## config.mk

```make
export PLATFORM = sky130hd
export DESIGN_NAME = dreq_edge_seq
export DESIGN_NICKNAME = d
export VERILOG_FILES = /design/src/rtl/dreq_seq_pkg.sv /design/src/rtl/dreq_sync.sv /design/src/rtl/dreq_seq.sv /design/src/rtl/dreq_tend.sv /design/src/rtl/dreq_edge_seq.sv
export SDC_FILE = /design/constraint.sdc
export NUM_CORES = 1
export LEC_CHECK = 0
export CORE_AREA = 3 3 40 42
export DETAILED_ROUTE_END_ITERATION = 10
export DIE_AREA = 0 0 43 45
export PLACE_DENSITY = 0.45
export SLEW_MARGIN = 5
export SYNTH_ARGS = -nofsm -noshare
export SYNTH_HDL_FRONTEND = slang
export SYNTH_SLANG_ARGS = --single-unit
```

## constraint.sdc

```tcl
create_clock -name clk -period 1.34 [get_ports clk]
set_clock_uncertainty 0.05 [all_clocks]
set_input_delay 0.201 -clock clk [delete_from_list [all_inputs] [get_ports clk]]
set_output_delay 0.201 -clock clk [all_outputs]
set_load 0.02 [all_outputs]
```

## src/rtl/dreq_seq_pkg.sv

```systemverilog
`timescale 1ns/1ps
// Package dreq_seq_pkg
// Shared state encoding for the request sequencer.
package dreq_seq_pkg;
    typedef enum logic [1:0] {
        SQ_IDLE    = 2'd0,   // channel off
        SQ_ARMED   = 2'd1,   // waiting for a low request level
        SQ_PENDING = 2'd2,   // request issued, waiting for the engine
        SQ_BLOCKED = 2'd3    // transfer taken, waiting for a high level
    } seq_state_t;
endpackage

```

## src/rtl/dreq_sync.sv

```systemverilog
`timescale 1ns/1ps
// Module dreq_sync
// Brings the asynchronous active-low request pin into the clock domain
// through a chain of STAGES flops. Assumes STAGES >= 2. Resets to the
// inactive (high) level so that reset never looks like a request.
module dreq_sync #(
    parameter int STAGES = 2
) (
    input  logic clk,
    input  logic rst_n,
    input  logic pin_n,
    output logic level_n
);
    localparam int LAST = STAGES - 1;

    logic [LAST:0] pipe_q;

    // Shift the pin level along the synchronizer chain.
    always_ff @(posedge clk) begin
        if (!rst_n) pipe_q <= '1;
        else        pipe_q <= {pipe_q[LAST-1:0], pin_n};
    end

    assign level_n = pipe_q[LAST];
endmodule

```

## src/rtl/dreq_seq.sv

```systemverilog
`timescale 1ns/1ps
// Module dreq_seq
// Three-state activation sequencer. It issues one start pulse per low
// period of the synchronized request level. It holds until the engine
// grants, then waits for a high level before it rearms. Assumes level_n is
// already synchronous to clk.
module dreq_seq
    import dreq_seq_pkg::*;
(
    input  logic clk,
    input  logic rst_n,
    input  logic enable,
    input  logic level_n,
    input  logic grant,
    output logic start_req
);
    seq_state_t state_q, state_d;
    logic       pulse_q;

    // Next-state selection; a disabled channel always returns to idle.
    always_comb begin
        state_d = state_q;
        if (!enable) begin
            state_d = SQ_IDLE;
        end else begin
            unique case (state_q)
                SQ_IDLE:    state_d = SQ_ARMED;
                SQ_ARMED:   if (!level_n) state_d = SQ_PENDING;
                SQ_PENDING: if (grant)    state_d = SQ_BLOCKED;
                SQ_BLOCKED: if (level_n)  state_d = SQ_ARMED;
                default:    state_d = SQ_IDLE;
            endcase
        end
    end

    // State register.
    always_ff @(posedge clk) begin
        if (!rst_n) state_q <= SQ_IDLE;
        else        state_q <= state_d;
    end

    // Start pulse: set on the cycle the sequencer enters the pending state.
    always_ff @(posedge clk) begin
        if (!rst_n) pulse_q <= 1'b0;
        else        pulse_q <= enable && (state_q == SQ_ARMED) && !level_n;
    end

    assign start_req = pulse_q && enable;

    // the start pulse lasts a single cycle.
    a_r3_single_cycle: assert property (@(posedge clk) disable iff (!rst_n)
        pulse_q |=> !pulse_q);

    // a pulse is only present alongside the pending state.
    a_r3_pulse_in_pending: assert property (@(posedge clk) disable iff (!rst_n)
        (pulse_q && enable) |-> (state_q == SQ_PENDING));

    // without a grant the pending state is held.
    a_r4_hold_for_grant: assert property (@(posedge clk) disable iff (!rst_n)
        (enable && state_q == SQ_PENDING && !grant) |=> (state_q == SQ_PENDING));

    // while the level stays low, the blocked state is held.
    a_r5_blocked_while_low: assert property (@(posedge clk) disable iff (!rst_n)
        (enable && state_q == SQ_BLOCKED && !level_n) |=> (state_q == SQ_BLOCKED));

    // a disabled channel goes idle with no pulse.
    a_r7_idle_when_off: assert property (@(posedge clk) disable iff (!rst_n)
        !enable |=> (state_q == SQ_IDLE && !pulse_q));
endmodule

```

## src/rtl/dreq_tend.sv

```systemverilog
`timescale 1ns/1ps
// Module dreq_tend
// Drives the active-low end-of-block strobe. It is low during DMA cycles
// of the final transfer. When HOLD_THRU_REFRESH is set, it also stays low
// through a refresh run that follows such a cycle directly. Assumes the
// bus-cycle qualifiers are registered and stable within each cycle.
module dreq_tend #(
    parameter bit HOLD_THRU_REFRESH = 1'b1
) (
    input  logic clk,
    input  logic rst_n,
    input  logic enable,
    input  logic dma_cyc,
    input  logic last_xfer,
    input  logic rfsh_cyc,
    output logic tend_n
);
    logic final_cyc;
    logic tail_q;
    logic tail_low;

    assign final_cyc = dma_cyc && last_xfer;

    generate
        if (HOLD_THRU_REFRESH) begin : g_hold
            // Remember a final-transfer cycle for as long as a refresh run follows it.
            always_ff @(posedge clk) begin
                if (!rst_n) tail_q <= 1'b0;
                else        tail_q <= enable && (final_cyc || (rfsh_cyc && !dma_cyc && tail_q));
            end
            assign tail_low = rfsh_cyc && !dma_cyc && tail_q;
        end else begin : g_plain
            // No extension: the strobe follows final-transfer cycles only.
            always_ff @(posedge clk) begin
                tail_q <= 1'b0;
            end
            assign tail_low = 1'b0;
        end
    endgenerate

    assign tend_n = !(rst_n && enable && (final_cyc || tail_low));

    // with no DMA and no refresh cycle the strobe stays high.
    a_r9_idle_bus_high: assert property (@(posedge clk) disable iff (!rst_n)
        (!dma_cyc && !rfsh_cyc) |-> tend_n);

    // a refresh with no preceding final cycle keeps the strobe high.
    a_r10_refresh_needs_tail: assert property (@(posedge clk) disable iff (!rst_n)
        (rfsh_cyc && !dma_cyc && !tail_q) |-> tend_n);

    // a non-final DMA cycle never drives the strobe low.
    a_r8_nonfinal_high: assert property (@(posedge clk) disable iff (!rst_n)
        (dma_cyc && !last_xfer) |-> tend_n);
endmodule

```

## src/rtl/dreq_edge_seq.sv

```systemverilog
`timescale 1ns/1ps
// Module dreq_edge_seq
// Top level: synchronizes the DMA request pin, sequences it into single
// transfer-start pulses, and produces the end-of-block strobe. Assumes one
// clock domain for everything except req_pin_n.
module dreq_edge_seq #(
    parameter int SYNC_STAGES       = 2,
    parameter bit HOLD_THRU_REFRESH = 1'b1
) (
    input  logic clk,
    input  logic rst_n,
    input  logic chan_en,
    input  logic req_pin_n,
    input  logic xfer_grant,
    input  logic dma_cyc,
    input  logic last_xfer,
    input  logic rfsh_cyc,
    output logic start_req,
    output logic tend_n
);
    logic level_n;

    dreq_sync #(.STAGES(SYNC_STAGES)) u_sync (
        .clk     (clk),
        .rst_n   (rst_n),
        .pin_n   (req_pin_n),
        .level_n (level_n)
    );

    dreq_seq u_seq (
        .clk       (clk),
        .rst_n     (rst_n),
        .enable    (chan_en),
        .level_n   (level_n),
        .grant     (xfer_grant),
        .start_req (start_req)
    );

    dreq_tend #(.HOLD_THRU_REFRESH(HOLD_THRU_REFRESH)) u_tend (
        .clk       (clk),
        .rst_n     (rst_n),
        .enable    (chan_en),
        .dma_cyc   (dma_cyc),
        .last_xfer (last_xfer),
        .rfsh_cyc  (rfsh_cyc),
        .tend_n    (tend_n)
    );

    // a disabled channel shows both outputs inactive in the same cycle.
    a_r7_outputs_off: assert property (@(posedge clk) disable iff (!rst_n)
        !chan_en |-> (!start_req && tend_n));
endmodule

```

==> summary.md <==
| Metric | Value |
|---|---|
| Clk slew on worst S/H paths | 0.04 ns |
| WL final | 595 µm |
| Worst EP arrival | 1.05 ns |
| Synth Area in Adders | 0.1299 |
| Layout cells sized above 1 | 0.2273 |
| Syn avg cell area | 9.634 µm² |
| Largest family of logic cells by synthesized area | simple AND/OR/NAND/NOR gates |
| Routability-driven placement congestion ratio | 0.6388 |
| Antenna Cells | 0 |
| Post-synth EDFFs | 0 |
| DP HPWL | 516.4 µm |
| Tmin final | 1.296 ns |
| Sequential Area | 120.1 µm² |
| Post-Synthesis Cell Area | 289.0 µm² |
| IO buf count | 9 |
| Worst vdd ir | 0.0003971 V |
| Synthesized net count | 41 |
| First-pass GRT wire length | 1.131 mm |
| Critical Path RT | 1.09 ns |
| P per Cell Area | 930.7 nW/µm² |
| YS warnings | 0 |
| Area of the multi-input gates | 163.9 µm² |
| WHS Path Cells | 3 |
| Post-Synth XOR/XNOR Area | 0 |
| Unrepaired setup endpoints after global routing | true |
| Post-synth cell types | 16 |
| Yosys reg bits | 6 |
| R2R setup slack | 0.11 ns |
| Dpl cell area | 412.9 µm² |
| Cell with the most instances after synthesis | dfxtp_1 |
| Synth-to-Final Area Change | 55.84% |
| Antenna viol nets, final | 0 |
| Post-synthesis compound-gate area fraction | 0.1169 |
| Slew HR | 0.8888 |
| Num CTS Buffers | 3 |
| Final core utilization | 0.3505 |
| Root buf cell | clkbuf_4 |
| R2R depth | 5 |
| DR WL/cell | 10.08 µm |
| Critical path fanouts, max | 2 |
| Detailed Routing Iterations Pass 1 | 2 |
| Min-delay worst type | in2reg |
| Placed instance count | 56 |
| Fmax | 771.5 MHz |
| Hold Path Origin | rst_n |
| Cts hold-fix bufs | 0 |
| Fin. Hold Viols | 0 |
| Vias in the first global route | 297 |
| Min-Delay Endpoint | u_tend.tail_q |
| Critical path startpoint category | input port |
| Clock buffer depth | 2 |
| Cells after Synth | 30 |
| Post-synth ARST share | 0 |
| Worst-Skew Late Latency | 0.24 ns |
| CTS tree | yes |
| # nets final | 57 |
| Least-Margin Pin Slew | 0.1622 ns |
| Top FF cell, synth | dfxtp_1 |
| Fillcell total | 132 |
| Via density | 4.322 |
| Multiplexer area fraction after synthesis | 0.03463 |
| Chip width | 43 µm |
| Die H | 45 µm |
| Core area | 1285 µm² |
| GRT Overall Usage | 0.08173 |
| Max-cap violations | 0 |
| Status | finished clean |
| Pin count of the biggest net entering global routing | 5 |
| Number of top-level pins | 10 |
| Finished Layout Cells | 59 |
| Leakage power | 0.2092 nW |
| Simple-Gate Fraction of Synth Area | 0.2641 |
| Die ar. | 1935 µm² |
| Ranking of synthesized cells by area | dfxtp_1, ha_1, nand2b_1 |
| Post-route DRC violation count | 0 |
| Worst r2r dst | u_seq.state_q[0] |
| Synth area leader | dfxtp_1 |
| Setup violators final | 0 |
| Tcrit/Tclk final | 0.9672 |
| DR iter-0 viols | 2 |
| Share of the synthesized area in the top cell type | 0.4156 |
| Initial antenna violation count | 0 |
| Top post-synthesis cells by count | dfxtp_1, ha_1, inv_1, nand2b_1 |
| Slew Limit Fails | 0 |
| Grt total ovfl | 0 |
| Seq/Total Area, Yosys | 0.4156 |
| Row cnt | 13 |
| Critical path class | in2out |
| Crit end category | output port |
| Final Cell Area | 450.4 µm² |
| Initial Util | 0.2249 |
| CTS sink count | 6 |
| Vias | 255 |
| Htree depth | 1 |
| Reg2Reg Launch Point | u_seq.state_q[1] |
-- layer usage --
metal	wire, µm	track usage
met1	234	0.07506
met2	327	0.1437
met3	33	0.03984
met4	0	0.05422
met5	0	0
-- worst max-delay path, stage by stage --
cell,delay (ns)
clkdlybuf4s50_1,0.46
nand2_1,0.06
a21oi_2,0.14
inv_1,0.06
buf_6,0.13
-- power breakdown --
group	switching, W	leakage [nW]	internal [W]
clock	0.0000582	0.0138	0.000101
combinational	0.0000268	0.146	0.0000405
sequential	0.00000570	0.0493	0.000187
total	0.0000906	0.209	0.000329
-- metrics by stage --
stage	worst slack [ns]	power (W)	hold slack, ns	setup TNS [ns]
2_1_floorplan	0.2160	0.0002273	0.2240	0
3_3_place_gp	-0.4288	0.0002610	0.3410	-0.7753
3_5_place_dp	-0.4809	0.0002646	0.3465	-0.8279
4_1_cts	-0.03238	0.0004316	0.3499	-0.03238
5_1_grt	-0.009307	0.0004560	0.2410	-0.009307
6_report	0.04389	0.0004192	0.2295	0
-- cells by family after synthesis --
kind of cell    count (synthesis)
simple gates                   12
compound gates                  5
mux                             1
fa+ha+maj                       3
flops                           6
buf+inv                         3
-- layout by cell type, fill, tap and decap left out, types with 2 or more instances in the layout --
cell             synthesis  layout
dfxtp_1                  6       6
buf_4                    0       2
ha_1                     3       3
nor2b_1                  2       2
inv_1                    3       3
dlymetal6s2s_1           0       3
nand2b_1                 3       3
clkbuf_4                 0       3
clkdlybuf4s50_1          0       3
-- worst max-delay path by stage --
stage	startpoint	endpoint	cells past startpoint
after floorplan	u_seq.state_q[1]	u_seq.state_q[0]	5
after global placement	dma_cyc	tend_n	5
after detailed placement	dma_cyc	tend_n	5
after CTS	chan_en	tend_n	5
after global routing	last_xfer	tend_n	5
final	last_xfer	tend_n	5
-- sequential cells by signal, indices dropped and copies added (netlist names) --
signal and count:
u_seq.pulse_q 1, u_seq.state_q 2, u_sync.pipe_q 2, u_tend.tail_q 1
-- what timing repair did --
item | 4_1_cts | 5_1_grt
pin swaps | 1 | 2
setup buffers | 0 | 0
setup endpoints to repair | 2 | 3
gates resized for setup | 11 | 5
-- layout make-up --
type | count | share of cell area
inverters | 3 | 0.02500
multi-input cells | 21 | 0.3639
well taps | 15 | 0.04167
flip-flops and latches | 6 | 0.2667
clock buffers | 3 | 0.05000
repair buffers | 11 | 0.2528
No activity file was read; power rests on OpenSTA's default activity.
